## src/rtl/pnack_pkg.sv

```systemverilog
package pnack_pkg;

  typedef enum logic [1:0] {
    PH_IDLE  = 2'd0,
    PH_LEAD  = 2'd1,
    PH_DRIVE = 2'd2
  } phase_t;

  typedef struct packed {
    logic cntClr;
    logic cntInc;
    logic flagSet;
    logic flagClr;
    logic timerClr;
  } nackStrobes_t;

endpackage

```

## src/rtl/pnack_dp.sv

```systemverilog
module pnack_dp
  import pnack_pkg::*;
#(
  parameter int CNT_W = 3,
  parameter int PH_W  = 2
) (
  input  logic             clk,
  input  logic             rstN,
  input  logic             halfTick,
  input  nackStrobes_t     strb,
  output logic [CNT_W-1:0] errCount,
  output logic             iterFlag,
  output logic [PH_W-1:0]  phaseCnt
);

  localparam logic [PH_W-1:0] PH_TOP = {PH_W{1'b1}};

  // consecutive error run length
  always_ff @(posedge clk or negedge rstN) begin
    if (!rstN)             errCount <= '0;
    else if (strb.cntClr)  errCount <= '0;
    else if (strb.cntInc)  errCount <= errCount + CNT_W'(1);
  end

  // sticky ceiling flag
  always_ff @(posedge clk or negedge rstN) begin
    if (!rstN)             iterFlag <= 1'b0;
    else if (strb.flagClr) iterFlag <= 1'b0;
    else if (strb.flagSet) iterFlag <= 1'b1;
  end

  // half-bit counter for the refusal window; a restart wins over a tick
  always_ff @(posedge clk or negedge rstN) begin
    if (!rstN)                                phaseCnt <= '0;
    else if (strb.timerClr)                   phaseCnt <= '0;
    else if (halfTick && phaseCnt != PH_TOP)  phaseCnt <= phaseCnt + PH_W'(1);
  end

endmodule

```

## src/rtl/pnack_ctrl.sv

```systemverilog
module pnack_ctrl
  import pnack_pkg::*;
#(
  parameter int CNT_W        = 3,
  parameter int PH_W         = 2,
  parameter int LEAD_HALVES  = 1,
  parameter int DRIVE_HALVES = 2
) (
  input  logic             clk,
  input  logic             rstN,
  input  logic             halfTick,
  input  logic             charValid,
  input  logic             parityErr,
  input  logic [CNT_W-1:0] maxIter,
  input  logic             suppressNack,
  input  logic             iterClr,
  input  logic [CNT_W-1:0] errCount,
  input  logic [PH_W-1:0]  phaseCnt,
  output nackStrobes_t     strb,
  output logic             nackOe
);

  localparam logic [PH_W-1:0] LEAD_LAST  = PH_W'(LEAD_HALVES - 1);
  localparam logic [PH_W-1:0] DRIVE_LAST = PH_W'(DRIVE_HALVES - 1);

  phase_t phase, phaseNxt;
  logic   badChar, belowCeil, startNack;

  always_comb begin
    badChar   = charValid && parityErr && !iterClr;
    belowCeil = errCount < maxIter;
    startNack = badChar && belowCeil && !suppressNack && (phase == PH_IDLE);

    strb.cntClr  = iterClr || (charValid && !parityErr);
    strb.cntInc  = badChar && belowCeil;
    strb.flagSet = badChar && !belowCeil;
    strb.flagClr = iterClr;
    strb.timerClr = 1'b0;

    phaseNxt = phase;
    unique case (phase)
      PH_IDLE: if (startNack) begin
        phaseNxt      = PH_LEAD;
        strb.timerClr = 1'b1;
      end
      PH_LEAD: if (halfTick && phaseCnt == LEAD_LAST) begin
        phaseNxt      = PH_DRIVE;
        strb.timerClr = 1'b1;
      end
      PH_DRIVE: if (halfTick && phaseCnt == DRIVE_LAST) begin
        phaseNxt = PH_IDLE;
      end
      default: phaseNxt = PH_IDLE;
    endcase
  end

  always_ff @(posedge clk or negedge rstN) begin
    if (!rstN) phase <= PH_IDLE;
    else       phase <= phaseNxt;
  end

  always_ff @(posedge clk or negedge rstN) begin
    if (!rstN) nackOe <= 1'b0;
    else       nackOe <= (phaseNxt == PH_DRIVE);
  end

endmodule

```

## src/rtl/parity_nack_ctl.sv

```systemverilog
module parity_nack_ctl
  import pnack_pkg::*;
#(
  parameter int CNT_W        = 3,
  parameter int LEAD_HALVES  = 1,
  parameter int DRIVE_HALVES = 2
) (
  input  logic             clk,
  input  logic             rstN,
  input  logic             halfTick,
  input  logic             charValid,
  input  logic             parityErr,
  input  logic [CNT_W-1:0] maxIter,
  input  logic             suppressNack,
  input  logic             iterClr,
  output logic             nackOe,
  output logic             iterFlag,
  output logic [CNT_W-1:0] errCount
);

  localparam int SPAN = (LEAD_HALVES > DRIVE_HALVES) ? LEAD_HALVES : DRIVE_HALVES;
  localparam int PH_W = $clog2(SPAN + 1);

  nackStrobes_t    strb;
  logic [PH_W-1:0] phaseCnt;

  pnack_ctrl #(
    .CNT_W(CNT_W), .PH_W(PH_W),
    .LEAD_HALVES(LEAD_HALVES), .DRIVE_HALVES(DRIVE_HALVES)
  ) u_ctrl (
    .clk(clk), .rstN(rstN), .halfTick(halfTick),
    .charValid(charValid), .parityErr(parityErr), .maxIter(maxIter),
    .suppressNack(suppressNack), .iterClr(iterClr),
    .errCount(errCount), .phaseCnt(phaseCnt),
    .strb(strb), .nackOe(nackOe)
  );

  pnack_dp #(.CNT_W(CNT_W), .PH_W(PH_W)) u_dp (
    .clk(clk), .rstN(rstN), .halfTick(halfTick), .strb(strb),
    .errCount(errCount), .iterFlag(iterFlag), .phaseCnt(phaseCnt)
  );

endmodule

```

## config.mk

```make
export PLATFORM = sky130hd
export DESIGN_NAME = parity_nack_ctl
export DESIGN_NICKNAME = d
export VERILOG_FILES = /design/src/rtl/pnack_pkg.sv /design/src/rtl/pnack_dp.sv /design/src/rtl/pnack_ctrl.sv /design/src/rtl/parity_nack_ctl.sv
export SDC_FILE = /design/constraint.sdc
export NUM_CORES = 1
export LEC_CHECK = 0
export BUFFER_PORTS_ARGS = -buffer_cell sky130_fd_sc_hd__buf_2
export CORE_AREA = 2 2 39 41
export DETAILED_ROUTE_END_ITERATION = 8
export DIE_AREA = 0 0 41 43
export GPL_TIMING_DRIVEN = 0
export PLACE_DENSITY = 0.64
export SLEW_MARGIN = 0
export SYNTH_ARGS = -nofsm -noshare
export SYNTH_HDL_FRONTEND = slang
export SYNTH_SLANG_ARGS = --single-unit
export TNS_END_PERCENT = 1
```

## constraint.sdc

```tcl
create_clock -name clk -period 1.7 [get_ports clk]
set_clock_uncertainty 0.1 [all_clocks]
set_input_delay 0.51 -clock clk [delete_from_list [all_inputs] [get_ports clk]]
set_output_delay 0.51 -clock clk [all_outputs]
set_load 0.01 [all_outputs]
```

# Word level (Yosys, flattened, before mapping)
# Cells that the tools add are included.
# word_totals
reg_bits	9
input_bits	10
output_inout_bits	5
elab_cells	46
# classes
addsub	2
n_lt_le_gt_ge	1
eq_ne	5
n_mux	13
reduce_logical	20
# ops
cell	n
1-bit logical AND	10
2-bit 2-to-1 mux	5
3-bit 2-to-1 mux	2
2-bit one-hot mux with 3 select lines	1
2-bit nonzero test	3
2-bit by 1-bit equality test with 1-bit output, second input constant	2
2-bit equality test, second input constant	2
1-bit zero test	4
2-bit zero test	2
1-bit 2-to-1 mux	4
3-bit by 1-bit adder with 3-bit output, second input constant	1
3-bit less-than comparator	1
2-bit by 1-bit adder with 2-bit output, second input constant	1
2-bit inequality test, second input constant	1
1-bit one-hot mux with 2 select lines	1
1-bit logical OR	1

# Logic depth before layout (Yosys ltp)
# Gate-level depths: netlist of run 1.
# depth
word_depth	8
depth_mapped	6
ltp_nobuf	6

# Hierarchy
# From an unflattened synthesis of run 1, not the netlist that was laid out.
# hier_totals
cells_unflattened	52
hier_area_um2	550.5
# by_module_without_submodules
module	instances	cells_each	area_per_inst_um2	seq_area_each_um2
pnack_dp	1	24	292.8	150.1
pnack_ctrl	1	28	257.7	75.1

# Worst setup path before layout of run 1
# No wires, ideal clock.
# synth_timing
path_type	input-to-reg
startpoint	input port maxIter[2]
endpoint	register u_dp.errCount[2]
setup_time_ps	82
arrival_time_ps	1681
required_ps	1518
path_slack_ps	-163
stages	6
path_cell_list	inv_1 -> ha_1 -> a21oi_2 -> o21ai_2 -> or4_1 -> a31oi_1
# synth_between
elab_chain_cells	3
# synth_lines
item	line_no	text
from (decl)	parity_nack_ctl.sv:13	input logic [CNT_W-1:0] maxIter,
3-bit less-than comparator	pnack_ctrl.sv:31	belowCeil = errCount < maxIter;
1-bit logical AND	pnack_ctrl.sv:35	strb.cntInc = badChar && belowCeil;
2-bit nonzero test (no source line)	n/a	
to (signal assigned)	pnack_dp.sv:22	else if (strb.cntInc) errCount <= errCount + CNT_W'(1);
to (decl)	pnack_dp.sv:11	output logic [CNT_W-1:0] errCount,
# No other way between the ends.
# A chain may end at the register's enable or synchronous reset.

# Worst setup path in the final report of run 1
# layout_timing
startpoint	register u_dp.errCount[2]
endpoint	register u_dp.errCount[2]
# layout_between
elab_chain_cells	3
# layout_lines
item	line_no
3-bit by 1-bit adder with 3-bit output or 3-bit less-than comparator (tied branches)	pnack_dp.sv:22, pnack_ctrl.sv:31
3-bit 2-to-1 mux or 1-bit logical AND (tied branches)	pnack_dp.sv:22, pnack_ctrl.sv:35
3-bit 2-to-1 mux or 2-bit nonzero test (tied branches)	n/a
# Several ways; a longest one is shown, not always the timed one. The select of a mux whose other input is x is not followed.

==> results_dict.tcl, run 1 <==
set metrics [dict create \
    status "complete, but fails checks" \
    violations "hold timing" \
    area_delta_synth_final_pct 34.8 \
    grt_util_all_layers_pct 13.1 \
    pre_cts_ws_ps -281 \
    die-area_sq_mm 0.00176 \
    r2r_start "u_dp.errCount[2]" \
    htree_levels 1 \
    drtIter0Drc 10 \
    io_pins 15 \
    vias 473 \
    tns_ps 0 \
    syn-num-nets 73 \
    dp_hpwl_um 770 \
    ys_seq_area_share_pct 41.8 \
    grt.overflow.total 0 \
    core_sq_mm 0.00138 \
    worst-endpoint-arrival_ps 1740 \
    start_util_pct 39.0 \
    rsz0062_at_grt "true" \
    portBuffers 14 \
    setup.worst_path.class "reg -> reg" \
    synth_cell_types 23 \
    clock_latency_ps 250 \
    use_met1_pct 16.3 \
    hold_viol_final 5 \
    path_cells "ha_4, a21oi_4, o21ai_4, or4_1, a31oi_1" \
    cts.sinks 9 \
    gp_congestion 0.637 \
    synth_top_cell_by_area "dfrtp_1" \
    leakagePower_uw 0.000364 \
    tightestPinTransition_ps 286 \
    clk_pin_slew_ps 60 \
    hold_ws_ps -2.21 \
    fmax_mhz 597 \
    crit_start "u_dp.errCount[2]" \
    fin_crit_sh_pct 98.5 \
    die_x_um 41 \
    maxCapViolCount 0 \
    nets 96 \
    cp_num_buf_inv 0 \
    min_path_type "in -> async" \
    avgSynthCellArea_sq_um 9.46 \
    drv_slew 0 \
    grt_pass1_wl_um 1570 \
    root_buffer "clkbuf_4" \
    yosysWarnings 0 \
    grtUsageMet2_pct 20.3 \
    multi_input_area_sq_um 323 \
    power_density_mw_per_mm2 911 \
    rows 14 \
    crit_fanout 3 \
    grt_max_degree 10 \
    vdd_drop_max_uv 461 \
    diodes 0 \
    ys_ff_latch 9 \
    viasPerCell 4.98 \
    cpPeakStageDelay_ps 470 \
    detail_route.wl_per_cell_um 10.3 \
    cts_tree "yes" \
    synth.top_cells.by_area "dfrtp_1 42%, ha_1 14%, a31oi_1 5.8%, inv_1 3.5%, nand2_1 3.5%" \
    netlist_area_sq_um 539 \
    critPathLaunchType "register" \
    antenna_found_initial 0 \
    cp.required_ps 1760 \
    fillers 150 \
    dieHeight_um 43 \
    wirelength_um 979 \
    crit_family "simple AND/OR/NAND/NOR gates" \
    finalCriticalPeriod_ps 1670 \
    grt_pass1_vias 419 \
    drive_gt1_share_pct 35.4 \
    finalWorstSetupSlack_ps 26.3 \
    drcViolationCount 0 \
    synth_top_area_share_pct 41.8 \
    cts.path.max_buffers 2 \
    setup_viol 0 \
    grtUsageMet3_pct 3.14 \
    cpMaxStageDelayCell "or4_1" \
    relSlewSlack_pct 80.8 \
    netlist_instances 57 \
    firstDrtPassIters 4 \
    seq_area_sq_um 226 \
    grt-busiest-layer "met2" \
    drtAntennaViolNets 0 \
    crit_path_end_kind "register" \
    cts_buffers 3 \
]
-- worst paths after layout --
path	end	slack, ps	cells after the start
min in group clk	u_dp.errCount[1]	370	2
worst max register to register	u_dp.errCount[2]	30	5
worst min-delay path	u_ctrl.phase[1]	-2	1
max in group asynchronous	u_dp.errCount[2]	1310	1
worst min register to register	u_dp.iterFlag	410	2
worst max-delay path	u_dp.errCount[2]	30	5
-- worst reg2reg max path, stage by stage (launching register included) --
cell and delay, ps:
dfrtp_2 420, ha_4 230, a21oi_4 140, o21ai_4 90, or4_1 470, a31oi_1 150
-- logic make-up (layout without fill, tap and decap cells) --
kind of cell	Yosys count	count (layout)	share of synthesized area, %
compound gates	11	11	14.2
fa+ha+maj	6	6	13.9
xor+xnor	1	1	1.62
flops	9	9	41.8
simple gates	25	25	25.1
buf+inv	5	27	3.48
-- report_power, final --
part           total (uW)  switching, uW  internal (uW)  leakage, uW
Clock                 156           65.7           89.9    0.0000150
Sequential            298           38.3            260     0.000118
Combinational         208            103            106     0.000231
-- cells in the mapped netlist, drive strengths merged --
| library cell | number |
|---|---|
| dfrtp | 9 |
| ha | 6 |
| a31oi | 5 |
| inv | 5 |
| nand2 | 5 |
| nor2 | 5 |
| nand2b | 3 |
| nand3 | 3 |
| a21oi | 2 |
| nor2b | 2 |
| or2 | 2 |
| or3 | 2 |
| nand3b | 1 |
| nand4b | 1 |
| o211ai | 1 |
| o21a | 1 |
| o21ai | 1 |
| o31ai | 1 |
| or4 | 1 |
| xnor2 | 1 |
-- layout make-up --
type | instances | area share [%]
multi-input combinational | 43 | 44.4
sequential | 9 | 31.2
timing repair buffer | 18 | 15.5
clock buffer | 4 | 3.61
tap | 16 | 2.75
inverter | 5 | 2.58
-- placed cells by master (no fill, tap or decap), types with 2 or more instances in the layout --
| cell | Yosys | layout |
|---|---|---|
| buf_2 | 0 | 14 |
| dfrtp_1 | 9 | 8 |
| nand2_1 | 5 | 5 |
| nor2_1 | 5 | 5 |
| a31oi_1 | 5 | 5 |
| ha_1 | 6 | 5 |
| inv_1 | 5 | 4 |
| nand2b_1 | 3 | 3 |
| nand3_1 | 3 | 3 |
| clkbuf_4 | 0 | 3 |
| buf_4 | 0 | 3 |
| or3_1 | 2 | 2 |
-- per-stage QoR --
stage               total power (uW)  util, %  area, sq um  cells
finish                           662     52.5          727     95
global route                     718     52.5          727     95
CTS                              674     52.5          727     95
detailed placement               502     46.4          642     87
global placement                 497     46.4          642     87
floorplan                        445        -          552     57
-- timing repair --
action                                 CTS  global route
setup endpoints to repair                2             2
hold buffers                             0             0
endpoints found under the hold margin    0             0
resized for setup                        3             1
setup buffers                            4             0
pin swaps                                3             2
-- metal layers --
layer / wire length [um] / vias up / part of all wire, %
li1: - / 244 / -
met2: 486 / 8 / 50
met3: 35 / 0 / 3.6
met4: 0 / 0 / 0
met1: 457 / 221 / 47
met5: 0 / - / 0
-- flip-flops by register name (all words and copies together), names as in the netlist --
register       count
u_dp.phaseCnt      2
u_ctrl.nackOe      1
u_ctrl.phase       2
u_dp.errCount      3
u_dp.iterFlag      1
(Power assumes the default switching activity.)
==> inputs of run 2 (changes only) <==
Settings changed: CORE_AREA 2 2 39 41 to 10 10 47 49, DIE_AREA 0 0 41 43 to 0 0 57 59.
==> run 2 against run 1 <==
Effect of this change:
- the run now ends clean
- core utilization down 0.30 points
- non-clock buffer count up 2
- wire length up 21%
- worst hold slack better by 370 ps
- clock power up 3%
- die area up 91%
- critical path depth unchanged
- maximum frequency about the same
- register-to-register slack about the same
- count of clock-buffer cells in the layout unchanged
- combinational power up 3%
- critical endpoint unchanged
==> results_dict.tcl, run 2 (synthesized netlist as in run 1, its figures left out) <==
set metrics [dict create \
    grt.overflow.total 0 \
    area_delta_synth_final_pct 35.7 \
    setup_viol 0 \
    fmax_mhz 597 \
    wirelength_um 1180 \
    grt_pass1_wl_um 2150 \
    cts.path.max_buffers 2 \
    cp_num_buf_inv 0 \
    top_register "u_dp.errCount" \
    cts_buffers 3 \
    viasPerCell 4.89 \
    relSlewSlack_pct 81.7 \
    root_buffer "clkbuf_4" \
    maxCapViolCount 0 \
    largest_reg_flops 3 \
    top_regs "u_dp.errCount (3), u_ctrl.phase (2), u_dp.phaseCnt (2)" \
    die-area_sq_mm 0.00336 \
    r2r_cells 5 \
    p_sw_share_pct 32.0 \
    vdd_drop_max_uv 394 \
    gp_congestion 0.676 \
    fin_crit_sh_pct 98.5 \
    drive_gt1_share_pct 34.6 \
    finalCriticalPeriod_ps 1670 \
    hold_path_startpoint "iterClr" \
    worst-endpoint-arrival_ps 1750 \
    antenna_found_initial 0 \
    crit_family "simple AND/OR/NAND/NOR gates" \
    setup.worst_path.class "reg -> reg" \
    crit_path_end_kind "register" \
    core_sq_mm 0.00140 \
    diodes 0 \
    htree_levels 1 \
    drtAntennaViolNets 0 \
    seqPwrFrac_pct 44.3 \
    grt_pass1_vias 535 \
    cpMaxStageDelayCell "or4_1" \
    grt_max_degree 10 \
    hold-path-cell-count 2 \
    drcViolationCount 0 \
    die_x_um 57 \
    drtIter0Drc 8 \
    crit_fanout 5 \
    dp_hpwl_um 888 \
    detail_route.wl_per_cell_um 12.2 \
    clock_latency_ps 250 \
    status "finished clean" \
    portBuffers 14 \
    start_util_pct 38.5 \
    critPathLaunchType "register" \
    p_sw_uw 216 \
    nets 98 \
    min_path_type "in -> reg" \
    rsz0062_at_grt "true" \
    r2r_start "u_dp.errCount[2]" \
    cts.sinks 9 \
    crit_start "u_dp.errCount[2]" \
    clk_pin_slew_ps 60 \
    comb_power_share_pct 31.9 \
    power_density_mw_per_mm2 919 \
    tightestPinTransition_ps 273 \
    cp.required_ps 1770 \
    grt_util_all_layers_pct 7.96 \
    tns_ps 0 \
    hold_ws_ps 368 \
    vias 474 \
    hold_viol_final 0 \
    dieHeight_um 59 \
    layout_commonest_cell "buf_2" \
    drv_slew 0 \
    cpPeakStageDelay_ps 470 \
    firstDrtPassIters 4 \
    p_int_uw 457 \
    finish.utilization_pct 52.2 \
    path_cells "ha_4, a21oi_4, o21ai_4, or4_1, a31oi_1" \
    clkPwrFrac_pct 23.8 \
    path_depth 5 \
    leakagePower_uw 0.000371 \
    cts_tree "yes" \
    io_pins 15 \
    layout_common_cells "14 x buf_2, 8 x dfrtp_1" \
    rows 14 \
]
==> run 2: cell types whose count changed in the layout (fill, tap and decap cells not counted), sizes merged <==
| cell | change |
|---|---|
| buf | +1 |
| dlygate4sd3 | +1 |
==> run 2: cell type report <==
cell class / count / area [sq um]
Timing Repair Buffer: 20 / 118
Multi-Input combinational cell: 43 / 323
Sequential cell: 9 / 226
Clock buffer: 4 / 26.3
Inverter: 5 / 18.8
Fill cell: 143 / 669
Tap cell: 16 / 20.0
==> run 2: path summary, 6_finish.rpt <==
path / slack (ps) / to
setup / recovery: 30 / u_dp.errCount[2]
hold / removal: 370 / u_dp.errCount[2]
setup reg to reg: 30 / u_dp.errCount[2]
hold reg to reg: 410 / u_dp.iterFlag
max in group asynchronous: 780 / u_dp.errCount[2]
min in group asynchronous: 530 / u_dp.phaseCnt[0]
==> run 2: repair_timing <==
item,CTS,global route
hold buffers,1,0
gates resized for setup,3,0
endpoints found under the setup margin,2,1
hold endpoints to repair,9,0
buffers inserted,5,0
pin swaps,3,1
==> run 2: layer usage <==
metal  share of wire, %  wire [um]  global-route usage, %
met5                  0          0                      0
met4                1.0         12                   5.03
met3                5.4         64                   2.79
met2                 51        603                   12.9
met1                 43        504                   8.70
==> run 2: stage by stage <==
step / std cells / total power, uW / instance area, sq um / setup WS (ps)
2_1_floorplan: 57 / 445 / 552 / -76.0
3_3_place_gp: 87 / 500 / 642 / -218
3_5_place_dp: 87 / 509 / 642 / -256
4_1_cts: 97 / 687 / 732 / 2.86
5_1_grt: 97 / 737 / 732 / -40.3
6_report: 97 / 673 / 732 / 26.3
==> run 2: power groups by stage <==
stage,Sequential [uW],Clock (uW),Combinational [uW]
after floorplan,299,0,146
after detailed placement,304,0,205
after CTS,299,168,220
after global placement,301,0,199
after global routing,306,176,255
final,298,160,214
==> inputs of run 3 (changes only) <==
Settings changed: PLACE_DENSITY 0.64 to 0.65, SYNTH_HIERARCHICAL set to 1.
==> run 3 against run 2 <==
Effect of this change:
- flip-flop and latch count is the same
- register-to-register slack is essentially flat
- synthesized cell count shrank 8.8%
- global-route usage shrank 0.76 points
- critical path type is now in -> reg
==> results_dict.tcl, run 3 <==
set metrics [dict create \
    synth_top_cell_by_area "dfrtp_1" \
    setup_viol 0 \
    final_area_sq_um 732 \
    avgSynthCellArea_sq_um 10.6 \
    power_density_mw_per_mm2 1000 \
    vdd_drop_max_uv 489 \
    rsz0062_at_grt "true" \
    syn-num-nets 66 \
    clk_pin_slew_ps 60 \
    area_delta_synth_final_pct 33.0 \
    worst-endpoint-arrival_ps 1720 \
    grt_max_degree 10 \
    hold_path_startpoint "u_dp/iterFlag" \
    path_cells "buf_2, nand3b_4, or4_4, o21ai_4, nor2b_1, mux2_4" \
    ys_ff_latch 9 \
    fin_crit_sh_pct 98.8 \
    cts_tree "yes" \
    cpPeakStageDelay_ps 450 \
    grt_util_all_layers_pct 7.20 \
    finalCriticalPeriod_ps 1680 \
    hold_viol_final 0 \
    diodes 0 \
    p_int_uw 493 \
    core_sq_mm 0.00140 \
    io_pins 15 \
    netlist_instances 52 \
    critPathLaunchType "input pin" \
    cp.required_ps 1740 \
    top_register "u_dp/errCount" \
    wirelength_um 1200 \
    drv_slew 0 \
    top_layer_used "met4" \
    cts.path.max_buffers 2 \
    leakagePower_uw 0.000370 \
    wl_met1_um 473 \
    htree_levels 1 \
    timing.rr.end "u_dp/phaseCnt[0]" \
    root_buffer "clkbuf_4" \
    vias 448 \
    nets 87 \
    crit_fanout 4 \
    p_sw_share_pct 32.7 \
    crit_path_end_kind "register" \
    tightestPinTransition_ps 304 \
    synth_cell_types 27 \
    hold_ws_ps 409 \
    setup.worst_path.class "in -> reg" \
    firstDrtPassIters 4 \
    synth_edf_count 0 \
    drtAntennaViolNets 0 \
    dieHeight_um 59 \
    layout_commonest_cell "buf_2" \
    detail_route.wl_per_cell_um 13.7 \
    ys_top_cells_by_count "9 x dfrtp_1, 6 x nor2_1, 5 x inv_1, 4 x ha_1, 3 x a21oi_1" \
    status "finished clean" \
    worstHoldEndpoint "u_dp/iterFlag" \
    finish.utilization_pct 52.2 \
    synth_top_area_share_pct 40.9 \
    drive_gt1_share_pct 43.1 \
    place_area_sq_um 648 \
    maxCapViolCount 0 \
    gp_congestion 0.679 \
    fmax_mhz 595 \
    crit_family "simple AND/OR/NAND/NOR gates" \
    min_path_type "reg -> reg" \
    fillers 141 \
    dp_hpwl_um 906 \
    synth.top_cells.by_area "dfrtp_1 41%, ha_1 9.1%, nor2_1 4.1%, nand3b_4 3.6%, inv_1 3.4%" \
    p_sw_uw 239 \
    largest_reg_flops 3 \
    cts.sinks 9 \
    r2r_start "u_ctrl/phase[0]" \
    tns_ps 0 \
    viasPerCell 5.09 \
    top_regs "u_dp/errCount (3), u_ctrl/phase (2), u_dp/phaseCnt (2)" \
    layout_common_cells "14 x buf_2, 9 x dfrtp_1, 5 x inv_1, 5 x nor2_1, 3 x clkbuf_4" \
    yosysWarnings 6 \
    ys_seq_area_share_pct 40.9 \
    start_util_pct 39.3 \
    drtIter0Drc 10 \
    grt_pass1_wl_um 1900 \
    yosys.cell_count.top_type "dfrtp_1" \
    grt.overflow.total 0 \
    hold-path-cell-count 2 \
    r2r_cells 4 \
    clock_latency_ps 260 \
    cpMaxStageDelayCell "or4_4" \
    antenna_found_initial 0 \
    pre_cts_ws_ps -287 \
    clkPwrFrac_pct 21.8 \
    rrSetupSlack_ps 20 \
    drcViolationCount 0 \
    die_x_um 57 \
    cts_buffers 3 \
    synth-async-reset-ratio_pct 100 \
    cp_num_buf_inv 1 \
    relSlewSlack_pct 79.7 \
    grt_pass1_vias 432 \
    die-area_sq_mm 0.00336 \
    netlist_area_sq_um 551 \
    rows 14 \
    seqPwrFrac_pct 44.3 \
    dr_wl_met2_um 618 \
    portBuffers 14 \
    synth_flop_cell "dfrtp_1" \
    dr_wl_met3_um 105 \
    comb_power_share_pct 33.9 \
    finalWorstSetupSlack_ps 20.0 \
]
[run 3: worst register-to-register path, stage by stage (launching register included)]
cell and delay, ps:
dfrtp_1 400, or4_4 570, o21ai_4 170, nor2b_1 60
mux2_4 260
[run 3: area by class of cell]
cell class	count	area, sq um	share of cell area (%)
buffer	1	7.51	1.03
clock buffer	4	26.3	3.59
inverter	5	18.8	2.56
multi-input combinational	37	347	47.4
sequential	9	225	30.8
tap	16	20.0	2.74
timing repair buffer	16	87.6	12.0
[run 3: what timing repair did]
item,CTS,global route
pin swaps,1,3
setup buffers,0,1
resized for setup,1,5
endpoints found under the setup margin,3,4
endpoints found under the hold margin,9,0
hold buffers,1,0
[run 3: power by group through the flow]
| stage | registers (uW) | clock network [uW] | logic, uW |
|---|---|---|---|
| 2_1_floorplan | 318 | 0 | 166 |
| 3_3_place_gp | 324 | 0 | 214 |
| 3_5_place_dp | 327 | 0 | 223 |
| 4_1_cts | 322 | 170 | 227 |
| 5_1_grt | 330 | 187 | 279 |
| 6_report | 325 | 160 | 248 |
[run 3: through the flow]
stage	instances	total power (uW)
after CTS	87	719
final	88	732
after floorplan	52	483
after global placement	82	538
after detailed placement	82	550
after global routing	88	797
[run 3: cells by family (layout without fill, tap and decap cells)]
| kind of cell | count (synthesis) | after routing | share of synthesized area, % |
|---|---|---|---|
| and+or+nand+nor | 19 | 19 | 25.9 |
| AOI/OAI and AO/OA | 11 | 11 | 13.2 |
| DFF | 9 | 9 | 40.9 |
| buffers and inverters | 6 | 26 | 4.77 |
| adders and majority gates | 4 | 4 | 9.09 |
| muxes | 2 | 2 | 4.54 |
| xor gates and xnor gates | 1 | 1 | 1.59 |
[run 3: per-layer routing]
layer	up-vias	track usage (%)
met5	-	0
met4	0	6.04
met3	2	3.00
met2	14	11.6
met1	209	7.06
li1	223	-
[run 3: worst max path at each step]
| stage | from | end | slack [ps] | depth (start not counted) |
|---|---|---|---|---|
| 2_1_floorplan | maxIter[2] | u_dp/phaseCnt[0] | -60 | 7 |
| 3_3_place_gp | maxIter[2] | u_dp/errCount[1] | -240 | 8 |
| 3_5_place_dp | maxIter[2] | u_dp/errCount[1] | -290 | 8 |
| 4_1_cts | u_ctrl/phase[1] | u_dp/phaseCnt[0] | -30 | 4 |
| 5_1_grt | u_ctrl/phase[0] | u_dp/phaseCnt[0] | -20 | 4 |
| 6_report | iterClr | u_dp/phaseCnt[0] | 20 | 6 |
